===== src/rtl/dfct_pkg.sv =====
package dfct_pkg;

  localparam int CRC_W = 16;
  localparam logic [CRC_W-1:0] CRC_POLY = 16'h1021;

  typedef enum logic [2:0] {
    ST_IDLE,
    ST_DATA,
    ST_CRC,
    ST_END,
    ST_DONE,
    ST_UNDER
  } txState_t;

  // strobes from control to datapath and storage
  typedef struct packed {
    logic sendStart;
    logic sendData;
    logic takeByte;
    logic sendCrc;
    logic sendIdle;
    logic flush;
  } txStrobe_t;

  function automatic logic [CRC_W-1:0] crcStep(input logic [CRC_W-1:0] cur, input logic bitIn);
    logic fb;
    fb = bitIn ^ cur[CRC_W-1];
    return {cur[CRC_W-2:0], 1'b0} ^ (fb ? CRC_POLY : '0);
  endfunction

endpackage


===== src/rtl/dfct_fifo_pair.sv =====
module dfct_fifo_pair #(
  parameter int DATA_W     = 8,
  parameter int HALF_DEPTH = 8
) (
  input  logic              clk,
  input  logic              rstN,
  input  logic              wrEn,
  input  logic [DATA_W-1:0] wrData,
  input  logic              dirTx,
  input  logic              clrA,
  input  logic              clrB,
  input  logic              pop,
  input  logic              flush,
  output logic [DATA_W-1:0] headByte,
  output logic              headValid,
  output logic              emptyA,
  output logic              emptyB
);

  localparam int PTR_W = (HALF_DEPTH > 1) ? $clog2(HALF_DEPTH) : 1;
  localparam logic [PTR_W-1:0] LAST_IDX = PTR_W'(HALF_DEPTH - 1);

  logic [DATA_W-1:0] store [2][HALF_DEPTH];
  logic [1:0]        halfFull;
  logic              fillSel, drainSel;
  logic [PTR_W-1:0]  fillIdx, drainIdx;
  logic              wrAccept, popLast;
  logic [1:0]        clrIn, flagQ;

  assign wrAccept  = wrEn && dirTx && !halfFull[fillSel];
  assign headValid = halfFull[drainSel];
  assign headByte  = store[drainSel][drainIdx];
  assign popLast   = pop && headValid && (drainIdx == LAST_IDX);
  assign clrIn     = {clrB, clrA};

  always_ff @(posedge clk) begin
    if (wrAccept) store[fillSel][fillIdx] <= wrData;
  end

  always_ff @(posedge clk) begin
    if (!rstN || flush) begin
      halfFull <= '0;
      fillSel  <= 1'b0;
      drainSel <= 1'b0;
      fillIdx  <= '0;
      drainIdx <= '0;
    end else begin
      if (wrAccept) begin
        if (fillIdx == LAST_IDX) begin
          fillIdx           <= '0;
          fillSel           <= !fillSel;
          halfFull[fillSel] <= 1'b1;
        end else begin
          fillIdx <= fillIdx + PTR_W'(1);
        end
      end
      if (pop && headValid) begin
        if (drainIdx == LAST_IDX) begin
          drainIdx           <= '0;
          drainSel           <= !drainSel;
          halfFull[drainSel] <= 1'b0;
        end else begin
          drainIdx <= drainIdx + PTR_W'(1);
        end
      end
    end
  end

  // empty flags: drain sets, software clear or refill clears, set wins
  for (genvar h = 0; h < 2; h++) begin : g_flag
    logic setF, clrF, q;
    assign setF = popLast && (drainSel == 1'(h));
    assign clrF = clrIn[h] || (wrAccept && (fillSel == 1'(h)));
    always_ff @(posedge clk) begin
      if (!rstN)     q <= 1'b0;
      else if (setF) q <= 1'b1;
      else if (clrF) q <= 1'b0;
    end
    assign flagQ[h] = q;
  end

  assign emptyA = flagQ[0];
  assign emptyB = flagQ[1];

endmodule


===== src/rtl/dfct_ctrl.sv =====
module dfct_ctrl
  import dfct_pkg::*;
#(
  parameter int DATA_W     = 8,
  parameter int HALF_DEPTH = 8,
  parameter int CLK_DIV    = 4,
  parameter int HALVES_W   = 4
) (
  input  logic                clk,
  input  logic                rstN,
  input  logic                txEnable,
  input  logic                dirTx,
  input  logic [HALVES_W-1:0] blkHalves,
  input  logic                headValid,
  output txStrobe_t           strobe,
  output logic                busy,
  output logic                underrun
);

  localparam int BIT_W  = (DATA_W > 1) ? $clog2(DATA_W) : 1;
  localparam int CNT_W  = HALVES_W + $clog2(HALF_DEPTH) + 1;
  localparam int CRCI_W = $clog2(CRC_W);
  localparam logic [BIT_W-1:0]  LAST_BIT = BIT_W'(DATA_W - 1);
  localparam logic [CRCI_W-1:0] LAST_CRC = CRCI_W'(CRC_W - 1);

  logic tick;

  generate
    if (CLK_DIV <= 1) begin : g_nodiv
      assign tick = 1'b1;
    end else begin : g_div
      localparam int DIV_W = $clog2(CLK_DIV);
      localparam logic [DIV_W-1:0] DIV_LAST = DIV_W'(CLK_DIV - 1);
      logic [DIV_W-1:0] divCnt;
      always_ff @(posedge clk) begin
        if (!rstN)                divCnt <= '0;
        else if (divCnt == DIV_LAST) divCnt <= '0;
        else                      divCnt <= divCnt + DIV_W'(1);
      end
      assign tick = (divCnt == DIV_LAST);
    end
  endgenerate

  txState_t          state, nextState;
  logic [BIT_W-1:0]  bitIdx;
  logic [CNT_W-1:0]  byteCnt, totalBytes;
  logic [CRCI_W-1:0] crcIdx;
  logic              lastByte, bitLast, canStart;

  assign totalBytes = CNT_W'(blkHalves) * CNT_W'(HALF_DEPTH);
  assign lastByte   = (byteCnt == totalBytes - CNT_W'(1));
  assign bitLast    = (bitIdx == LAST_BIT);
  assign canStart   = txEnable && dirTx && (blkHalves != '0) && headValid;

  always_comb begin
    strobe    = '0;
    nextState = state;
    if (state != ST_IDLE && !txEnable) begin
      strobe.sendIdle = 1'b1;
      strobe.flush    = 1'b1;
      nextState       = ST_IDLE;
    end else if (tick) begin
      case (state)
        ST_IDLE: begin
          if (canStart) begin
            strobe.sendStart = 1'b1;
            nextState        = ST_DATA;
          end
        end
        ST_DATA: begin
          if (bitIdx == '0 && !headValid) begin
            strobe.sendIdle = 1'b1;
            nextState       = ST_UNDER;
          end else begin
            strobe.sendData = 1'b1;
            strobe.takeByte = (bitIdx == '0);
            if (bitLast && lastByte) nextState = ST_CRC;
          end
        end
        ST_CRC: begin
          strobe.sendCrc = 1'b1;
          if (crcIdx == LAST_CRC) nextState = ST_END;
        end
        ST_END: begin
          strobe.sendIdle = 1'b1;
          nextState       = ST_DONE;
        end
        default: ;
      endcase
    end
  end

  always_ff @(posedge clk) begin
    if (!rstN) begin
      state   <= ST_IDLE;
      bitIdx  <= '0;
      byteCnt <= '0;
      crcIdx  <= '0;
    end else begin
      state <= nextState;
      if (strobe.flush || strobe.sendStart) begin
        bitIdx  <= '0;
        byteCnt <= '0;
        crcIdx  <= '0;
      end else if (strobe.sendData) begin
        bitIdx <= bitLast ? '0 : bitIdx + BIT_W'(1);
        if (bitLast) byteCnt <= byteCnt + CNT_W'(1);
      end else if (strobe.sendCrc) begin
        crcIdx <= crcIdx + CRCI_W'(1);
      end
    end
  end

  assign busy     = (state == ST_DATA) || (state == ST_CRC) || (state == ST_END);
  assign underrun = (state == ST_UNDER);

endmodule


===== src/rtl/dfct_datapath.sv =====
module dfct_datapath
  import dfct_pkg::*;
#(
  parameter int DATA_W = 8
) (
  input  logic              clk,
  input  logic              rstN,
  input  txStrobe_t         strobe,
  input  logic [DATA_W-1:0] headByte,
  output logic              lineOut
);

  logic [DATA_W-1:0] shiftReg, shSrc;
  logic [CRC_W-1:0]  crcReg;
  logic              bitVal;

  assign shSrc  = strobe.takeByte ? headByte : shiftReg;
  assign bitVal = shSrc[DATA_W-1];

  always_ff @(posedge clk) begin
    if (!rstN) begin
      lineOut  <= 1'b1;
      shiftReg <= '0;
      crcReg   <= '0;
    end else if (strobe.sendIdle) begin
      lineOut <= 1'b1;
    end else if (strobe.sendStart) begin
      lineOut <= 1'b0;
      crcReg  <= '0;
    end else if (strobe.sendData) begin
      lineOut  <= bitVal;
      shiftReg <= {shSrc[DATA_W-2:0], 1'b0};
      crcReg   <= crcStep(crcReg, bitVal);
    end else if (strobe.sendCrc) begin
      lineOut <= crcReg[CRC_W-1];
      crcReg  <= {crcReg[CRC_W-2:0], 1'b0};
    end
  end

endmodule


===== src/rtl/dual_fifo_card_tx.sv =====
module dual_fifo_card_tx
  import dfct_pkg::*;
#(
  parameter int DATA_W     = 8,
  parameter int HALF_DEPTH = 8,
  parameter int CLK_DIV    = 4,
  parameter int HALVES_W   = 4
) (
  input  logic                clk,
  input  logic                rstN,
  input  logic                txEnable,
  input  logic                dirTx,
  input  logic [HALVES_W-1:0] blkHalves,
  input  logic                wrEn,
  input  logic [DATA_W-1:0]   wrData,
  input  logic                maskA,
  input  logic                maskB,
  input  logic                clrA,
  input  logic                clrB,
  output logic                lineOut,
  output logic                emptyA,
  output logic                emptyB,
  output logic                irq,
  output logic                underrun,
  output logic                busy
);

  txStrobe_t         strobe;
  logic [DATA_W-1:0] headByte;
  logic              headValid;

  dfct_fifo_pair #(.DATA_W(DATA_W), .HALF_DEPTH(HALF_DEPTH)) u_fifo (
    .clk(clk), .rstN(rstN), .wrEn(wrEn), .wrData(wrData), .dirTx(dirTx),
    .clrA(clrA), .clrB(clrB), .pop(strobe.takeByte), .flush(strobe.flush),
    .headByte(headByte), .headValid(headValid), .emptyA(emptyA), .emptyB(emptyB)
  );

  dfct_ctrl #(.DATA_W(DATA_W), .HALF_DEPTH(HALF_DEPTH), .CLK_DIV(CLK_DIV),
              .HALVES_W(HALVES_W)) u_ctrl (
    .clk(clk), .rstN(rstN), .txEnable(txEnable), .dirTx(dirTx),
    .blkHalves(blkHalves), .headValid(headValid), .strobe(strobe),
    .busy(busy), .underrun(underrun)
  );

  dfct_datapath #(.DATA_W(DATA_W)) u_dp (
    .clk(clk), .rstN(rstN), .strobe(strobe), .headByte(headByte), .lineOut(lineOut)
  );

  assign irq = (emptyA && !maskA) || (emptyB && !maskB);

endmodule


===== config.mk =====
export PLATFORM = sky130hd
export DESIGN_NAME = dual_fifo_card_tx
export DESIGN_NICKNAME = d
export VERILOG_FILES = /design/src/rtl/dfct_pkg.sv /design/src/rtl/dfct_fifo_pair.sv /design/src/rtl/dfct_ctrl.sv /design/src/rtl/dfct_datapath.sv /design/src/rtl/dual_fifo_card_tx.sv
export SDC_FILE = /design/constraint.sdc
export NUM_CORES = 1
export LEC_CHECK = 0
export BUFFER_PORTS_ARGS = -buffer_cell sky130_fd_sc_hd__buf_4
export CAP_MARGIN = 30
export CORE_UTILIZATION = 45
export CTS_CLUSTER_SIZE = 12
export DETAILED_ROUTE_END_ITERATION = 6
export GPL_TIMING_DRIVEN = 0
export HOLD_SLACK_MARGIN = 0.15
export PLACE_DENSITY = 0.59
export SLEW_MARGIN = 30
export SYNTH_ARGS = -nofsm -noshare
export SYNTH_HDL_FRONTEND = slang
export SYNTH_SLANG_ARGS = --single-unit

===== constraint.sdc =====
create_clock -name clk -period 4.1 [get_ports clk]
set_input_delay 0.41 -clock clk [delete_from_list [all_inputs] [get_ports clk]]
set_output_delay 0.41 -clock clk [all_outputs]
set_load 0.1 [all_outputs]

==> run summary <==
Worst path bufs/invs - 0
PD cells - 419.4 nW/um2
Final Non-Filler Cells - 826
Die H - 134.0 um
Number of global-route vias before repair - 4,774
Post-synth EDFFs - 128
Least-Margin Pin Slew - 0.9576 ns
Worst hold start - clrB
Slew HR - 35.93%
Die width - 134.0 um
Setup bufs post-CTS - 0
Clk_lat worst skew - 0.44 ns
Worst path cell trace - mux2i_1, nand3_1, or3_1, nor2_1
Number of buffers added on ports - 26
Leak - 3.004 nW
DP HPWL - 11,270 um
Top post-synthesis cells by count - 128 x edfxtp_1, 73 x nor2_1, 57 x dfxtp_1
Initial antenna violation count - 0
Post-synth top area cell - edfxtp_1
Post-synth ARST share - 0%
Critical Path AT - 2.52 ns
Met2 Use GR - 34.60%
Final setup viols - 0
Synth Flop Type - edfxtp_1
Endpoints failing hold - 0
Pre-antenna DRT Iters - 6
Bufs on Longest Clock Path - 2
Yosys warns - 0
CTS tree - done
Largest net degree at the start of global routing - 20
Sequential area share after synthesis - 63.54%
Nets@finish - 628
Post-synth top area share - 49.00%
Initial DRC Count - 250
DR vias - 4,656
Drc violations - 0
M3 GR Usage - 4.422%
H-tree Lvls - 4
Max-slew violation count - 0
Vias per cell - 5.637
Reg2reg setup slack - 1.64 ns
# hold bufs at CTS - 0
Starting Density - 46.64%
Std cell rows - 47
Syn Std Cell Area - 7845 um2
Worst Hold Class - primary input to flop
Critical path start-end classification - flop to flop
First-pass GRT wire length - 26,160 um
Die area - 17,970 um2
Multi-input logic area - 2678 um2
Met1 track demand over resource - 23.91%
Maximum VDD drop - 0.3029 mV
Reg2reg start - u_fifo.fillSel
Drt total wl - 16,230 um
Worst stage delay on the critical path - 0.69 ns
Grt peak-use layer - met2
FF/Latch Area - 4985 um2
Synth Register Bits - 185
CP startpoint - u_fifo.fillSel
Maxcap violations - 0
Routed length per instance - 19.64 um
Global-route usage over all layers - 19.78%
Fillers - 1,462
Clk_skew - 0.009345 ns
Max FO, Critical Path - 9
Slowest stage cell on the critical path - nor2_1
Layout area overhead - 14.23%
RSZ-0062 raised after global routing - false
Mapped Nets - 581
Most common cell in the netlist - edfxtp_1
Placed cells - 794
Status - finished, final reports clean
Min Tclk post-route - 2.458 ns
Netlist cell types - 56
Core Area - 16,820 um2
Post-CTS sizing - 0
Ranking of synthesized cells by area - edfxtp_1 49%, dfxtp_1 15%, mux4_1 7.0%, mux4_2 4.6%, nor2_1 3.5%
Cells after Synth - 546
CTS buffer count - 17
Final period util - 59.94%
Clock transition at the registers of the reported paths - 0.08 ns
Ports - 27
CP delay by family, top - simple AND/OR/NAND/NOR gates
GR Overflow Total - 0
Crit path required time - 4.16 ns
Root buffer cell - clkbuf_16
Mean Syn Cell Area - 14.37 um2
Fin util - 53.28%
Fin Setup TNS - 0 ns
Crit path launch type - flop
Layout cells sized above 1 - 16.50%
Routability cong. - 0.8019
Routed Antenna Nets - 0
Max Fclk - 406.9 MHz
Clock Sinks - 185
# diodes - 0
Worst hold slack - 0.2346 ns
Worst setup EP type - flop
Tot Pwr - 0.003758 W
-- where the power goes --
part,internal (W),switching [W]
combinational,0.0000333,0.0000559
clock,0.000876,0.000789
sequential,0.00200,0.00000373
total,0.00291,0.000849
-- area by class of cell --
| class | instances | area share, % |
|---|---|---|
| clock inverters | 15 | 2.066 |
| flip-flops and latches | 185 | 55.63 |
| inverters | 12 | 0.5027 |
| well taps | 220 | 3.072 |
| clock buffers | 17 | 4.747 |
| repair buffers | 28 | 2.346 |
| multi-input cells | 325 | 29.88 |
| plain buffers | 24 | 1.759 |
-- cell usage in the layout (no fill, tap or decap), drive strengths merged, types with 3 or more instances in the layout --
| cell type | instances |
|---|---|
| dfxtp | 57 |
| nand4 | 4 |
| nor4b | 3 |
| buf | 41 |
| nor2b | 6 |
| mux2i | 7 |
| edfxtp | 128 |
| a22oi | 13 |
| clkinv | 7 |
| xnor2 | 7 |
| a21oi | 29 |
| nor3b | 3 |
| ha | 14 |
| mux4 | 37 |
| nor2 | 73 |
| nand3b | 4 |
| nand2 | 32 |
| o21ai | 11 |
| and3 | 3 |
| inv | 17 |
| a211oi | 6 |
| clkbuf | 28 |
| mux2 | 5 |
| xor2 | 8 |
| nor3 | 19 |
| nand3 | 10 |
| nand2b | 5 |
-- through the flow --
step | cell area (um2) | worst slack [ns]
floorplan | 7845 | 1.118
global placement | 8315 | 1.323
detailed placement | 8351 | 1.615
CTS | 8961 | 1.611
global route | 8961 | 1.459
finish | 8961 | 1.642
-- layer usage --
metal  wire (um)  share of wire [%]
met4         382                2.4
met2        8580                 53
met5           0                  0
met3         566                3.5
met1        6697                 41
-- worst min-delay path, delay by kind of cell --
family          cells  cell delay [ns]
compound gates      1             0.03
buf+inv             1             0.08
simple gates        2             0.12
-- worst paths after layout --
check | endpoint | cells after the start
worst max register to register | u_fifo.store[1][24] | 4
worst min-delay path | u_fifo.emptyB | 4
worst max-delay path | u_fifo.store[1][24] | 4
worst min register to register | u_ctrl.g_div.divCnt[0] | 1
-- sequential cells by signal (all words and copies together), names as in the netlist, 3 cells and up, named ones only --
name / flops
u_ctrl.bitIdx: 3
u_ctrl.byteCnt: 8
u_ctrl.crcIdx: 4
u_ctrl.state: 3
u_dp.crcReg: 16
u_dp.shiftReg: 7
u_fifo.drainIdx: 3
u_fifo.fillIdx: 3
u_fifo.store: 128
-- kinds of logic after synthesis --
logic type,Yosys count,synth area share [%]
mux,49,13.44
fa+ha+maj,14,2.233
flops,185,63.54
buf+inv,36,2.584
xor+xnor,15,1.675
simple gates,170,10.10
compound gates,77,6.427
(Power assumes the default switching activity.)
